$ cat src/rtl/rsd_pkg.sv
package rsd_pkg;

  typedef enum logic [1:0] {
    LVL_V1 = 2'b00,
    LVL_V2 = 2'b01,
    LVL_V3 = 2'b10,
    LVL_V4 = 2'b11
  } drv_level_e;

  // Column: on -> V1/V2 by phase, off -> V3/V4.
  // Row: polarity of the selected and non-selected pair is swapped.
  function automatic drv_level_e level_code(input logic col, input logic on, input logic phase);
    drv_level_e code;
    if (col) begin
      if (on) code = phase ? LVL_V1 : LVL_V2;
      else    code = phase ? LVL_V3 : LVL_V4;
    end else begin
      if (on) code = phase ? LVL_V2 : LVL_V1;
      else    code = phase ? LVL_V4 : LVL_V3;
    end
    return code;
  endfunction

endpackage

$ cat src/rtl/rsd_edge_det.sv
module rsd_edge_det (
  input  logic clk,
  input  logic rst_n,
  input  logic line_in,
  output logic fall
);

  logic line_q;
  logic line_d;

  always_comb begin
    line_d = line_in;
  end

  always_ff @(posedge clk or negedge rst_n) begin
    if (!rst_n) line_q <= 1'b0;
    else        line_q <= line_d;
  end

  assign fall = line_q & ~line_in;

endmodule

$ cat src/rtl/rsd_scan_reg.sv
module rsd_scan_reg #(
  parameter int NUM_CH = 160
) (
  input  logic              clk,
  input  logic              rst_n,
  input  logic              shift_en,
  input  logic              dir_fwd,
  input  logic              half_width,
  input  logic              scan_in,
  output logic [NUM_CH-1:0] stage_q,
  output logic              carry
);

  localparam int HALF = NUM_CH / 2;

  logic [NUM_CH-1:0] stage_d;

  for (genvar i = 0; i < NUM_CH; i++) begin : g_stage
    logic src_fwd;
    logic src_rev;
    logic live;

    if (i == 0) begin : g_fwd_head
      assign src_fwd = scan_in;
    end else begin : g_fwd_body
      assign src_fwd = stage_q[i-1];
    end

    if (i == NUM_CH - 1) begin : g_rev_head
      assign src_rev = scan_in;
    end else if (i == HALF - 1) begin : g_rev_half
      assign src_rev = half_width ? scan_in : stage_q[i+1];
    end else begin : g_rev_body
      assign src_rev = stage_q[i+1];
    end

    if (i < HALF) begin : g_low
      assign live = 1'b1;
    end else begin : g_high
      assign live = ~half_width;
    end

    assign stage_d[i] = (shift_en && live) ? (dir_fwd ? src_fwd : src_rev)
                                           : stage_q[i];
  end

  always_ff @(posedge clk or negedge rst_n) begin
    if (!rst_n) stage_q <= '0;
    else        stage_q <= stage_d;
  end

  assign carry = dir_fwd ? (half_width ? stage_q[HALF-1] : stage_q[NUM_CH-1])
                         : stage_q[0];

endmodule

$ cat src/rtl/rsd_level_enc.sv
module rsd_level_enc #(
  parameter int NUM_CH = 160
) (
  input  logic                mode_col,
  input  logic                half_width,
  input  logic                ac_phase,
  input  logic [NUM_CH-1:0]   stage,
  input  logic [NUM_CH-1:0]   col_data,
  output logic [2*NUM_CH-1:0] lvl
);

  localparam int HALF = NUM_CH / 2;

  for (genvar i = 0; i < NUM_CH; i++) begin : g_ch
    logic raw;
    logic on;

    assign raw = mode_col ? col_data[i] : stage[i];

    if (i < HALF) begin : g_low
      assign on = raw;
    end else begin : g_high
      assign on = raw & ~half_width;
    end

    assign lvl[2*i +: 2] = rsd_pkg::level_code(mode_col, on, ac_phase);
  end

endmodule

$ cat src/rtl/row_scan_ac_drv.sv
module row_scan_ac_drv #(
  parameter int NUM_CH = 160
) (
  input  logic                clk,
  input  logic                rst_n,
  input  logic                line_clk,
  input  logic                mode_col,
  input  logic                dir_fwd,
  input  logic                half_width,
  input  logic                ac_phase,
  input  logic                scan_in,
  input  logic [NUM_CH-1:0]   col_data,
  output logic                scan_carry,
  output logic [2*NUM_CH-1:0] lvl
);

  logic [1:0]        rst_pipe;
  logic              rst_int_n;
  logic              line_fall;
  logic              shift_en;
  logic [NUM_CH-1:0] stage_q;

  // asynchronous assert, synchronous release
  always_ff @(posedge clk or negedge rst_n) begin
    if (!rst_n) rst_pipe <= 2'b00;
    else        rst_pipe <= {rst_pipe[0], 1'b1};
  end

  assign rst_int_n = rst_pipe[1];

  rsd_edge_det u_edge (
    .clk     (clk),
    .rst_n   (rst_int_n),
    .line_in (line_clk),
    .fall    (line_fall)
  );

  // the chain is a row function only
  assign shift_en = line_fall & ~mode_col;

  rsd_scan_reg #(.NUM_CH(NUM_CH)) u_scan (
    .clk        (clk),
    .rst_n      (rst_int_n),
    .shift_en   (shift_en),
    .dir_fwd    (dir_fwd),
    .half_width (half_width),
    .scan_in    (scan_in),
    .stage_q    (stage_q),
    .carry      (scan_carry)
  );

  rsd_level_enc #(.NUM_CH(NUM_CH)) u_enc (
    .mode_col   (mode_col),
    .half_width (half_width),
    .ac_phase   (ac_phase),
    .stage      (stage_q),
    .col_data   (col_data),
    .lvl        (lvl)
  );

endmodule

$ cat config.mk
export PLATFORM = sky130hd
export DESIGN_NAME = row_scan_ac_drv
export DESIGN_NICKNAME = d
export VERILOG_FILES = /design/src/rtl/rsd_pkg.sv /design/src/rtl/rsd_edge_det.sv /design/src/rtl/rsd_scan_reg.sv /design/src/rtl/rsd_level_enc.sv /design/src/rtl/row_scan_ac_drv.sv
export SDC_FILE = /design/constraint.sdc
export NUM_CORES = 1
export LEC_CHECK = 0
export ABC_CLOCK_PERIOD_IN_PS = 13500
export BUFFER_PORTS_ARGS = -buffer_cell sky130_fd_sc_hd__buf_2
export CAP_MARGIN = 0
export CORE_MARGIN = 1
export CORE_UTILIZATION = 26
export DETAILED_ROUTE_END_ITERATION = 12
export HOLD_SLACK_MARGIN = 0.05
export PLACE_DENSITY_LB_ADDON = 0.15
export SLEW_MARGIN = 20
export SYNTH_ARGS = -nofsm -noshare
export SYNTH_HDL_FRONTEND = slang
export SYNTH_SLANG_ARGS = --single-unit
$ cat constraint.sdc
create_clock -name clk -period 13.5 [get_ports clk]
set_input_delay 2.7 -clock clk [delete_from_list [all_inputs] [get_ports clk]]
set_output_delay 2.7 -clock clk [all_outputs]
set_load 0.005 [all_outputs]
# Word level (Yosys, flattened, before mapping)
# Index checks and enable logic that the tools add are counted.
# word_totals
register_bits,163
inputBits,168
output_inout_bits,321
word_cells,897
# op_classes
mux,807
n_bitwise,85
n_reduce_logical,1
# ops
cell,count
2-bit 2-to-1 mux,480
1-bit 2-to-1 mux,327
1-bit bitwise AND,82
1-bit NOT,3
1-bit logical AND,1

# Depth between registers and ports, before layout
# Gate-level depths: netlist of the first run.
# logic_depth
ltp_word,4
depth_mapped,6
ltp_nobuf,3

# Hierarchy
# A second synthesis of the first run with hierarchy kept.
# unflattened
hier_cells,1043
hier_area_um2,11712.5
# modules_own_cells
mod,n_inst,cells_per_inst,area_per_inst_um2,seq_area_each_um2
rsd_scan_reg,1,611,8090.3,4003.8
rsd_level_enc,1,426,3515.9,0.0
row_scan_ac_drv,1,4,67.6,50.0
rsd_edge_det,1,2,38.8,25.0

# Least setup slack after synthesis of the first run
# Ideal clock, no wire load.
# synth_timing
kind,input port to output port
startpoint,in mode_col
endpoint,out lvl[100]
arrival_time_ps,9368
required_ps,10800
slack_ps,1432
path_stages,4
path_buffers,3
path_cell_list,buf_2 > clkbuf_1 > xor2_1 > buf_4
# synth_via
elab_chain_len,3
elab_cells_between_ends,4
cone_classes,mux: 4
# synth_lines
item,line_no,rtl
from (decl),row_scan_ac_drv.sv:7,"input logic mode_col,"
1-bit 2-to-1 mux,rsd_level_enc.sv:18,assign raw = mode_col ? col_data[i] : stage[i];
2-bit 2-to-1 mux (on tied branches),"rsd_pkg.sv:18, rsd_pkg.sv:15",
2-bit 2-to-1 mux (*),rsd_pkg.sv:14,if (col) begin
to (decl),row_scan_ac_drv.sv:14,output logic [2*NUM_CH-1:0] lvl
# Every way passes the cells marked *; elsewhere a longest branch is shown, timed or not.

# Worst setup path after layout of the first run
# layout_timing
startpoint,in mode_col
endpoint,out lvl[287]
# layout_via
elab_chain_len,4
elab_cells_between_ends,5
cone_classes,mux: 4; bitwise: 1
# layout_lines
item,line_no,rtl
1-bit 2-to-1 mux,rsd_level_enc.sv:18,
1-bit bitwise AND,rsd_level_enc.sv:23,assign on = raw & ~half_width;
2-bit 2-to-1 mux (on tied branches),"rsd_pkg.sv:18, rsd_pkg.sv:15",
2-bit 2-to-1 mux (*),rsd_pkg.sv:14,
# Marked as above.

==> run_summary.xml, run 1 <==
<?xml version="1.0" encoding="UTF-8"?>
<metrics>
  <group name="global_route">
    <metric name="largest_net_degree_at_the_start_of_global_routing" unit="">161</metric>
    <metric name="grt_first_pass_wirelength" unit="mm">45.37</metric>
    <metric name="overflow" unit="">0</metric>
    <metric name="initial_antenna_violation_count" unit="">5</metric>
    <metric name="globalRouteTotalUtil" unit="%">13.84</metric>
    <metric name="grt_pass1_vias" unit="">7607</metric>
  </group>
  <group name="synthesis">
    <metric name="synth_cell_type_count" unit="">18</metric>
    <metric name="synth_area" unit="sq um">10820</metric>
    <metric name="synth_nets" unit="">1299</metric>
    <metric name="yosysSeqAreaShare" unit="%">37.70</metric>
    <metric name="avgSynthCellArea" unit="sq um">9.566</metric>
    <metric name="synthCells" unit="">1131</metric>
    <metric name="synth_largest_type_area_fraction" unit="%">37.70</metric>
    <metric name="total_of_flip_flops_plus_latches_after_synthesis" unit="">163</metric>
    <metric name="netlist.top_cell.by_area" unit="">sky130_fd_sc_hd__dfrtp_1</metric>
    <metric name="ys.warnings.count" unit="">0</metric>
    <metric name="synthTopCellsByArea" unit="">sky130_fd_sc_hd__dfrtp_1, sky130_fd_sc_hd__mux2i_1, sky130_fd_sc_hd__buf_4, sky130_fd_sc_hd__a21oi_1, sky130_fd_sc_hd__nor2_1</metric>
  </group>
  <group name="final_layout">
    <metric name="register_area" unit="sq um">4083</metric>
    <metric name="finalCoreUtilization" unit="%">32.26</metric>
    <metric name="fillCellCount" unit="">4267</metric>
    <metric name="highest_count_cells_in_the_layout_ignoring_fill_and_taps" unit="">sky130_fd_sc_hd__buf_2, sky130_fd_sc_hd__mux2i_1, sky130_fd_sc_hd__dfrtp_1, sky130_fd_sc_hd__nor2_1, sky130_fd_sc_hd__a21oi_1</metric>
    <metric name="finalNetCount" unit="">1580</metric>
    <metric name="final_area" unit="sq um">13200</metric>
    <metric name="area_growth_syn_to_layout" unit="%">22.01</metric>
    <metric name="drive_gt1_share" unit="%">43.05</metric>
    <metric name="layout_commonest_cell" unit="">sky130_fd_sc_hd__buf_2</metric>
    <metric name="multiInputGateArea" unit="sq um">5204</metric>
    <metric name="finalNonFillerCells" unit="">1960</metric>
  </group>
  <group name="setup_path">
    <metric name="r2r_worst_path_depth" unit="">5</metric>
    <metric name="critical_path_peak_fanout" unit="">63</metric>
    <metric name="critPathRequiredTime" unit="ns">10.80</metric>
    <metric name="timing.rr.end" unit="">u_scan.stage_q[117]</metric>
    <metric name="worstSetupEndpointType" unit="">output port</metric>
    <metric name="path_class" unit="">in -&gt; out</metric>
    <metric name="startpoint_type" unit="">input port</metric>
    <metric name="timing.rr.start" unit="">u_edge.line_q</metric>
    <metric name="worst_ep_arrival_time" unit="ns">4.82</metric>
    <metric name="worst-r2r-setup-slack" unit="ns">11.22</metric>
  </group>
  <group name="min_path">
    <metric name="min-delay-path-class" unit="">reg -&gt; async</metric>
  </group>
  <group name="sta">
    <metric name="max_slew.worst_pin.slew" unit="ns">1.044</metric>
    <metric name="setup_total_negative_slack" unit="ns">0</metric>
    <metric name="postLayoutSetupSlackWorst" unit="ns">5.985</metric>
    <metric name="worst_hold_slack" unit="ns">0.3498</metric>
    <metric name="grt_setup_unrepaired" unit="">false</metric>
    <metric name="period_minus_slack" unit="ns">7.515</metric>
    <metric name="max_clock_freq" unit="GHz">0.1331</metric>
    <metric name="slew_headroom" unit="%">30.40</metric>
    <metric name="layout_worst_path_cycle_share" unit="%">55.67</metric>
    <metric name="setup-violations-final" unit="">0</metric>
    <metric name="finalMaxSlewViolations" unit="">0</metric>
    <metric name="final-hold-violation-count" unit="">0</metric>
    <metric name="clock_skew" unit="ns">0.01053</metric>
  </group>
  <group name="power">
    <metric name="switching_power" unit="uW">662.0</metric>
    <metric name="cell_internal_power" unit="mW">1.281</metric>
    <metric name="post-layout-total-power" unit="mW">1.943</metric>
    <metric name="clkPwrFrac" unit="%">29.3</metric>
    <metric name="combPwrFrac" unit="%">27.9</metric>
    <metric name="p_sw_share" unit="%">34.07</metric>
    <metric name="total_leakage_power" unit="nW">6.696</metric>
    <metric name="cellPowerDensity" unit="nW/um^2">147.2</metric>
    <metric name="vdd.ir_drop.worst" unit="mV">0.07626</metric>
    <metric name="seq_power_share" unit="%">42.7</metric>
  </group>
  <group name="clocking">
    <metric name="cts_made_buffers" unit="">17</metric>
    <metric name="post-cts-setup-buffer-count" unit="">0</metric>
    <metric name="ctsResizeCount" unit="">0</metric>
    <metric name="htree_levels" unit="">4</metric>
    <metric name="clk_latency" unit="ns">0.43</metric>
    <metric name="cts_max_path_buffers" unit="">2</metric>
    <metric name="cts_tree" unit="">done</metric>
    <metric name="cts.clk_slew.worst_paths" unit="ns">0.07</metric>
    <metric name="clock-sinks" unit="">163</metric>
    <metric name="cts_hold_buf" unit="">0</metric>
    <metric name="cts_root_buffer" unit="">sky130_fd_sc_hd__clkbuf_16</metric>
  </group>
  <group name="floorplan">
    <metric name="core_region_area" unit="sq um">40920</metric>
    <metric name="floorplan.io_pins" unit="">489</metric>
    <metric name="chipWidth" unit="um">206.0</metric>
    <metric name="floorplan.initialDensity" unit="%">26.44</metric>
    <metric name="num_rows" unit="">74</metric>
    <metric name="chipHeight" unit="um">206.0</metric>
    <metric name="die_area" unit="sq um">42430</metric>
  </group>
  <group name="routing">
    <metric name="dr.pass1.iters" unit="">5</metric>
    <metric name="via_count" unit="">8464</metric>
    <metric name="detail_route.iter0.violations" unit="">348</metric>
    <metric name="vias_per_cell" unit="">4.318</metric>
    <metric name="remaining_number_of_nets_flagged_by_the_antenna_check_after_routing" unit="">0</metric>
    <metric name="routedWlPerCell" unit="um">15.31</metric>
    <metric name="drc_errors" unit="">0</metric>
    <metric name="wirelength" unit="mm">30.01</metric>
  </group>
  <group name="flow_run">
    <metric name="max_cap_viol_count" unit="">0</metric>
  </group>
  <group name="place">
    <metric name="port_bufs" unit="">488</metric>
    <metric name="dp.cells" unit="">1925</metric>
    <metric name="detailedPlacementHpwl" unit="mm">21.62</metric>
    <metric name="place_ws" unit="ns">6.009</metric>
    <metric name="final_weighted_congestion_in_routability_driven_placement" unit="">0.7505</metric>
    <metric name="placed_area" unit="sq um">12510</metric>
  </group>
  <group name="outcome">
    <metric name="outcome" unit="">finished, final reports clean</metric>
  </group>
</metrics>
[logic make-up (layout without fill, tap and decap cells)]
logic type | after synthesis | after routing | share of synthesized area [%]
buf+inv | 240 | 533 | 14.43
simple gates | 243 | 243 | 10.57
flops | 163 | 163 | 37.70
mux | 320 | 320 | 29.61
compound gates | 163 | 163 | 7.575
other cells | 1 | 5 | 0.03466
xor+xnor | 1 | 1 | 0.08097
[worst max path at each step]
stage / from / end
2_1_floorplan: mode_col / lvl[100]
3_3_place_gp: mode_col / lvl[291]
3_5_place_dp: mode_col / lvl[287]
4_1_cts: mode_col / lvl[287]
5_1_grt: mode_col / lvl[287]
6_report: mode_col / lvl[287]
[power by group through the flow]
stage	combinational (mW)	sequential [mW]	clock (mW)
floorplan	0.461	0.756	0
global placement	0.544	0.847	0
detailed placement	0.553	0.849	0
CTS	0.554	0.840	0.591
global route	0.629	0.862	0.608
finish	0.543	0.830	0.570
[cells in the mapped netlist]
cell and number:
sky130_fd_sc_hd__or2_2 80, sky130_fd_sc_hd__nor2b_1 1, sky130_fd_sc_hd__mux2i_1 320, sky130_fd_sc_hd__buf_2 45, sky130_fd_sc_hd__nor2_1 160, sky130_fd_sc_hd__a211oi_1 1, sky130_fd_sc_hd__buf_1 6, sky130_fd_sc_hd__buf_4 161
sky130_fd_sc_hd__conb_1 1, sky130_fd_sc_hd__dfrtp_1 163, sky130_fd_sc_hd__o22ai_1 1, sky130_fd_sc_hd__nor3b_2 1, sky130_fd_sc_hd__clkbuf_1 26, sky130_fd_sc_hd__o21ai_0 1, sky130_fd_sc_hd__inv_1 2, sky130_fd_sc_hd__nor4b_4 1
sky130_fd_sc_hd__xor2_1 1, sky130_fd_sc_hd__a21oi_1 160
[registers in the layout, summed over array words and instances, names as in the netlist]
register / count
u_edge.line_q: 1
u_scan.stage_q: 160
rst_pipe: 2
[cell type report]
class                      count  area share (%)
timing repair buffer         500           19.39
clock buffer                  20           3.384
multi-input combinational    728           39.42
inverter                       2         0.05687
clock inverter                11           1.697
tap                          532           5.043
sequential                   163           30.93
antenna                        4         0.07583
[per-layer routing]
metal	track usage (%)	routed length (um)	part of all wire (%)
met3	2.933	1454	4.8
met5	0	30	0.10
met1	17.48	13200	44
met2	23.55	15010	50
met4	4.018	315	1.0
[critical path, cell delays in order]
cell                      delay (ns)
sky130_fd_sc_hd__buf_8          0.43
sky130_fd_sc_hd__buf_4          0.90
sky130_fd_sc_hd__mux2i_1        0.19
sky130_fd_sc_hd__or2_2          0.31
sky130_fd_sc_hd__buf_2          0.13
Note: power is estimated with default switching activity, not from simulation.
==> run 2, diff against run 1 <==
- ABC_CLOCK_PERIOD_IN_PS: 13500 -> 7800
- clock period: 13.5 -> 7.8 ns (I/O delays scaled with it)
==> run_summary.xml, run 2 (synthesis gave the netlist of run 1 again) <==
<?xml version="1.0" encoding="UTF-8"?>
<metrics>
  <group name="clocking">
    <metric name="cts_made_buffers" unit="">17</metric>
    <metric name="clock-sinks" unit="">163</metric>
    <metric name="ctsResizeCount" unit="">0</metric>
    <metric name="post-cts-setup-buffer-count" unit="">0</metric>
    <metric name="htree_levels" unit="">4</metric>
    <metric name="clk_latency" unit="ns">0.44</metric>
    <metric name="cts_hold_buf" unit="">0</metric>
    <metric name="cts.clk_slew.worst_paths" unit="ns">0.07</metric>
    <metric name="cts_root_buffer" unit="">sky130_fd_sc_hd__clkbuf_16</metric>
    <metric name="cts_tree" unit="">done</metric>
    <metric name="cts_max_path_buffers" unit="">2</metric>
  </group>
  <group name="setup_path">
    <metric name="critical_path_peak_fanout" unit="">61</metric>
    <metric name="crit_chain" unit="">buf_8 &gt; buf_4 &gt; mux2i_1 &gt; or2_2 &gt; buf_2</metric>
    <metric name="timing.critical_path.max_delay_family" unit="">buffers and inverters</metric>
    <metric name="worst_ep_arrival_time" unit="ns">3.53</metric>
    <metric name="timing.rr.end" unit="">u_scan.stage_q[79]</metric>
    <metric name="worst-r2r-setup-slack" unit="ns">5.99</metric>
    <metric name="startpoint_type" unit="">input port</metric>
    <metric name="critPathRequiredTime" unit="ns">6.24</metric>
    <metric name="path_class" unit="">in -&gt; out</metric>
    <metric name="worstSetupEndpointType" unit="">output port</metric>
    <metric name="cp_slowest_cell" unit="">sky130_fd_sc_hd__buf_4</metric>
    <metric name="r2r_worst_path_depth" unit="">4</metric>
    <metric name="worst_path_largest_cell_delay" unit="ns">0.83</metric>
    <metric name="timing.rr.start" unit="">u_edge.line_q</metric>
    <metric name="critPathBufInv" unit="">3</metric>
  </group>
  <group name="floorplan">
    <metric name="chipWidth" unit="um">206.0</metric>
    <metric name="num_rows" unit="">74</metric>
    <metric name="core_region_area" unit="sq um">40920</metric>
    <metric name="chipHeight" unit="um">206.0</metric>
    <metric name="floorplan.io_pins" unit="">489</metric>
    <metric name="die_area" unit="sq um">42430</metric>
    <metric name="floorplan.initialDensity" unit="%">26.44</metric>
  </group>
  <group name="sta">
    <metric name="layout_worst_path_cycle_share" unit="%">65.29</metric>
    <metric name="max_clock_freq" unit="GHz">0.1964</metric>
    <metric name="grt_setup_unrepaired" unit="">false</metric>
    <metric name="finalMaxSlewViolations" unit="">0</metric>
    <metric name="final-hold-violation-count" unit="">0</metric>
    <metric name="max_slew.worst_pin.slew" unit="ns">1.050</metric>
    <metric name="worst_hold_slack" unit="ns">0.2495</metric>
    <metric name="setup_total_negative_slack" unit="ns">0</metric>
    <metric name="slew_headroom" unit="%">30.00</metric>
    <metric name="period_minus_slack" unit="ns">5.093</metric>
    <metric name="setup-violations-final" unit="">0</metric>
    <metric name="clock_skew" unit="ns">0.01420</metric>
  </group>
  <group name="place">
    <metric name="port_bufs" unit="">488</metric>
    <metric name="detailedPlacementHpwl" unit="mm">21.47</metric>
    <metric name="final_weighted_congestion_in_routability_driven_placement" unit="">0.7437</metric>
    <metric name="placed_area" unit="sq um">12510</metric>
  </group>
  <group name="routing">
    <metric name="drc_errors" unit="">0</metric>
    <metric name="dr.pass1.iters" unit="">4</metric>
    <metric name="wirelength" unit="mm">29.55</metric>
    <metric name="vias_per_cell" unit="">4.301</metric>
    <metric name="via_count" unit="">8435</metric>
    <metric name="remaining_number_of_nets_flagged_by_the_antenna_check_after_routing" unit="">0</metric>
    <metric name="routedWlPerCell" unit="um">15.07</metric>
    <metric name="detail_route.iter0.violations" unit="">299</metric>
  </group>
  <group name="global_route">
    <metric name="grtUsageMet1" unit="%">16.74</metric>
    <metric name="largest_net_degree_at_the_start_of_global_routing" unit="">161</metric>
    <metric name="use_met3" unit="%">3.106</metric>
    <metric name="grt-busiest-layer" unit="">met2</metric>
    <metric name="globalRouteTotalUtil" unit="%">13.55</metric>
    <metric name="grt_first_pass_wirelength" unit="mm">44.55</metric>
    <metric name="overflow" unit="">0</metric>
    <metric name="grt_pass1_vias" unit="">7518</metric>
    <metric name="grtUsageMet2" unit="%">23.59</metric>
    <metric name="initial_antenna_violation_count" unit="">7</metric>
  </group>
  <group name="final_layout">
    <metric name="max_flop_register" unit="">u_scan.stage_q</metric>
    <metric name="register_area" unit="sq um">4083</metric>
    <metric name="finalCoreUtilization" unit="%">32.08</metric>
    <metric name="layout_commonest_cell" unit="">sky130_fd_sc_hd__buf_2</metric>
    <metric name="finalNetCount" unit="">1580</metric>
    <metric name="reg.largest.list" unit="">u_scan.stage_q (160), rst_pipe (2), u_edge.line_q (1)</metric>
    <metric name="highest_count_cells_in_the_layout_ignoring_fill_and_taps" unit="">sky130_fd_sc_hd__buf_2, sky130_fd_sc_hd__mux2i_1, sky130_fd_sc_hd__dfrtp_1, sky130_fd_sc_hd__nor2_1, sky130_fd_sc_hd__a21oi_1</metric>
    <metric name="drive_gt1_share" unit="%">43.09</metric>
    <metric name="area_growth_syn_to_layout" unit="%">21.35</metric>
    <metric name="final_area" unit="sq um">13130</metric>
    <metric name="largest_register_ff_count" unit="">160</metric>
    <metric name="multiInputGateArea" unit="sq um">5204</metric>
    <metric name="fillCellCount" unit="">4351</metric>
  </group>
  <group name="min_path">
    <metric name="min-delay-path-class" unit="">reg -&gt; async</metric>
  </group>
  <group name="power">
    <metric name="total_leakage_power" unit="nW">6.659</metric>
    <metric name="cellPowerDensity" unit="nW/um^2">247.6</metric>
    <metric name="vdd.ir_drop.worst" unit="mV">0.1451</metric>
  </group>
  <group name="flow_run">
    <metric name="max_cap_viol_count" unit="">0</metric>
  </group>
  <group name="outcome">
    <metric name="outcome" unit="">finished, final reports clean</metric>
  </group>
</metrics>
-- run 2: cell types whose count changed in the layout (fill, tap and decap cells not counted), sizes merged --
cell      previous run  this run
clkbuf              20        21
clkinvlp             0         2
bufinv               6         2
inv                  5         9
clkinv               2         0
-- run 2: cell type report --
type | count | share of cell area, %
Multi-Input combinational cell | 728 | 39.64
Sequential cell | 163 | 31.10
Timing Repair Buffer | 500 | 19.50
Tap cell | 532 | 5.070
Clock buffer | 21 | 3.507
Clock inverter | 11 | 1.058
Antenna cell | 4 | 0.07624
Inverter | 2 | 0.05718
-- run 2: worst max-delay path by stage --
stage	end	slack, ns	from	cells past startpoint
finish	lvl[287]	2.71	mode_col	5
global route	lvl[291]	2.51	mode_col	5
CTS	lvl[291]	2.65	mode_col	5
detailed placement	lvl[291]	2.65	mode_col	5
global placement	lvl[291]	2.72	mode_col	5
floorplan	lvl[100]	0.43	mode_col	4
-- run 2: power by group --
| part | internal (mW) | leakage (nW) | switching (mW) | total [mW] |
|---|---|---|---|---|
| Clock | 0.498 | 0.288 | 0.378 | 0.876 |
| Sequential | 1.09 | 1.71 | 0.340 | 1.43 |
| Combinational | 0.510 | 4.66 | 0.430 | 0.940 |
-- run 2: per-layer routing --
layer | wire, um | part of all wire, %
met1 | 12620 | 43
met2 | 15200 | 51
met3 | 1420 | 4.8
met4 | 259 | 0.88
met5 | 54 | 0.18
-- run 2: stage by stage --
stage	total power, mW	worst slack (ns)	instances
floorplan	2.082	0.4290	1131
global placement	2.407	2.715	1925
detailed placement	2.425	2.648	1925
CTS	3.322	2.655	1957
global route	3.517	2.512	1957
finish	3.250	2.707	1961
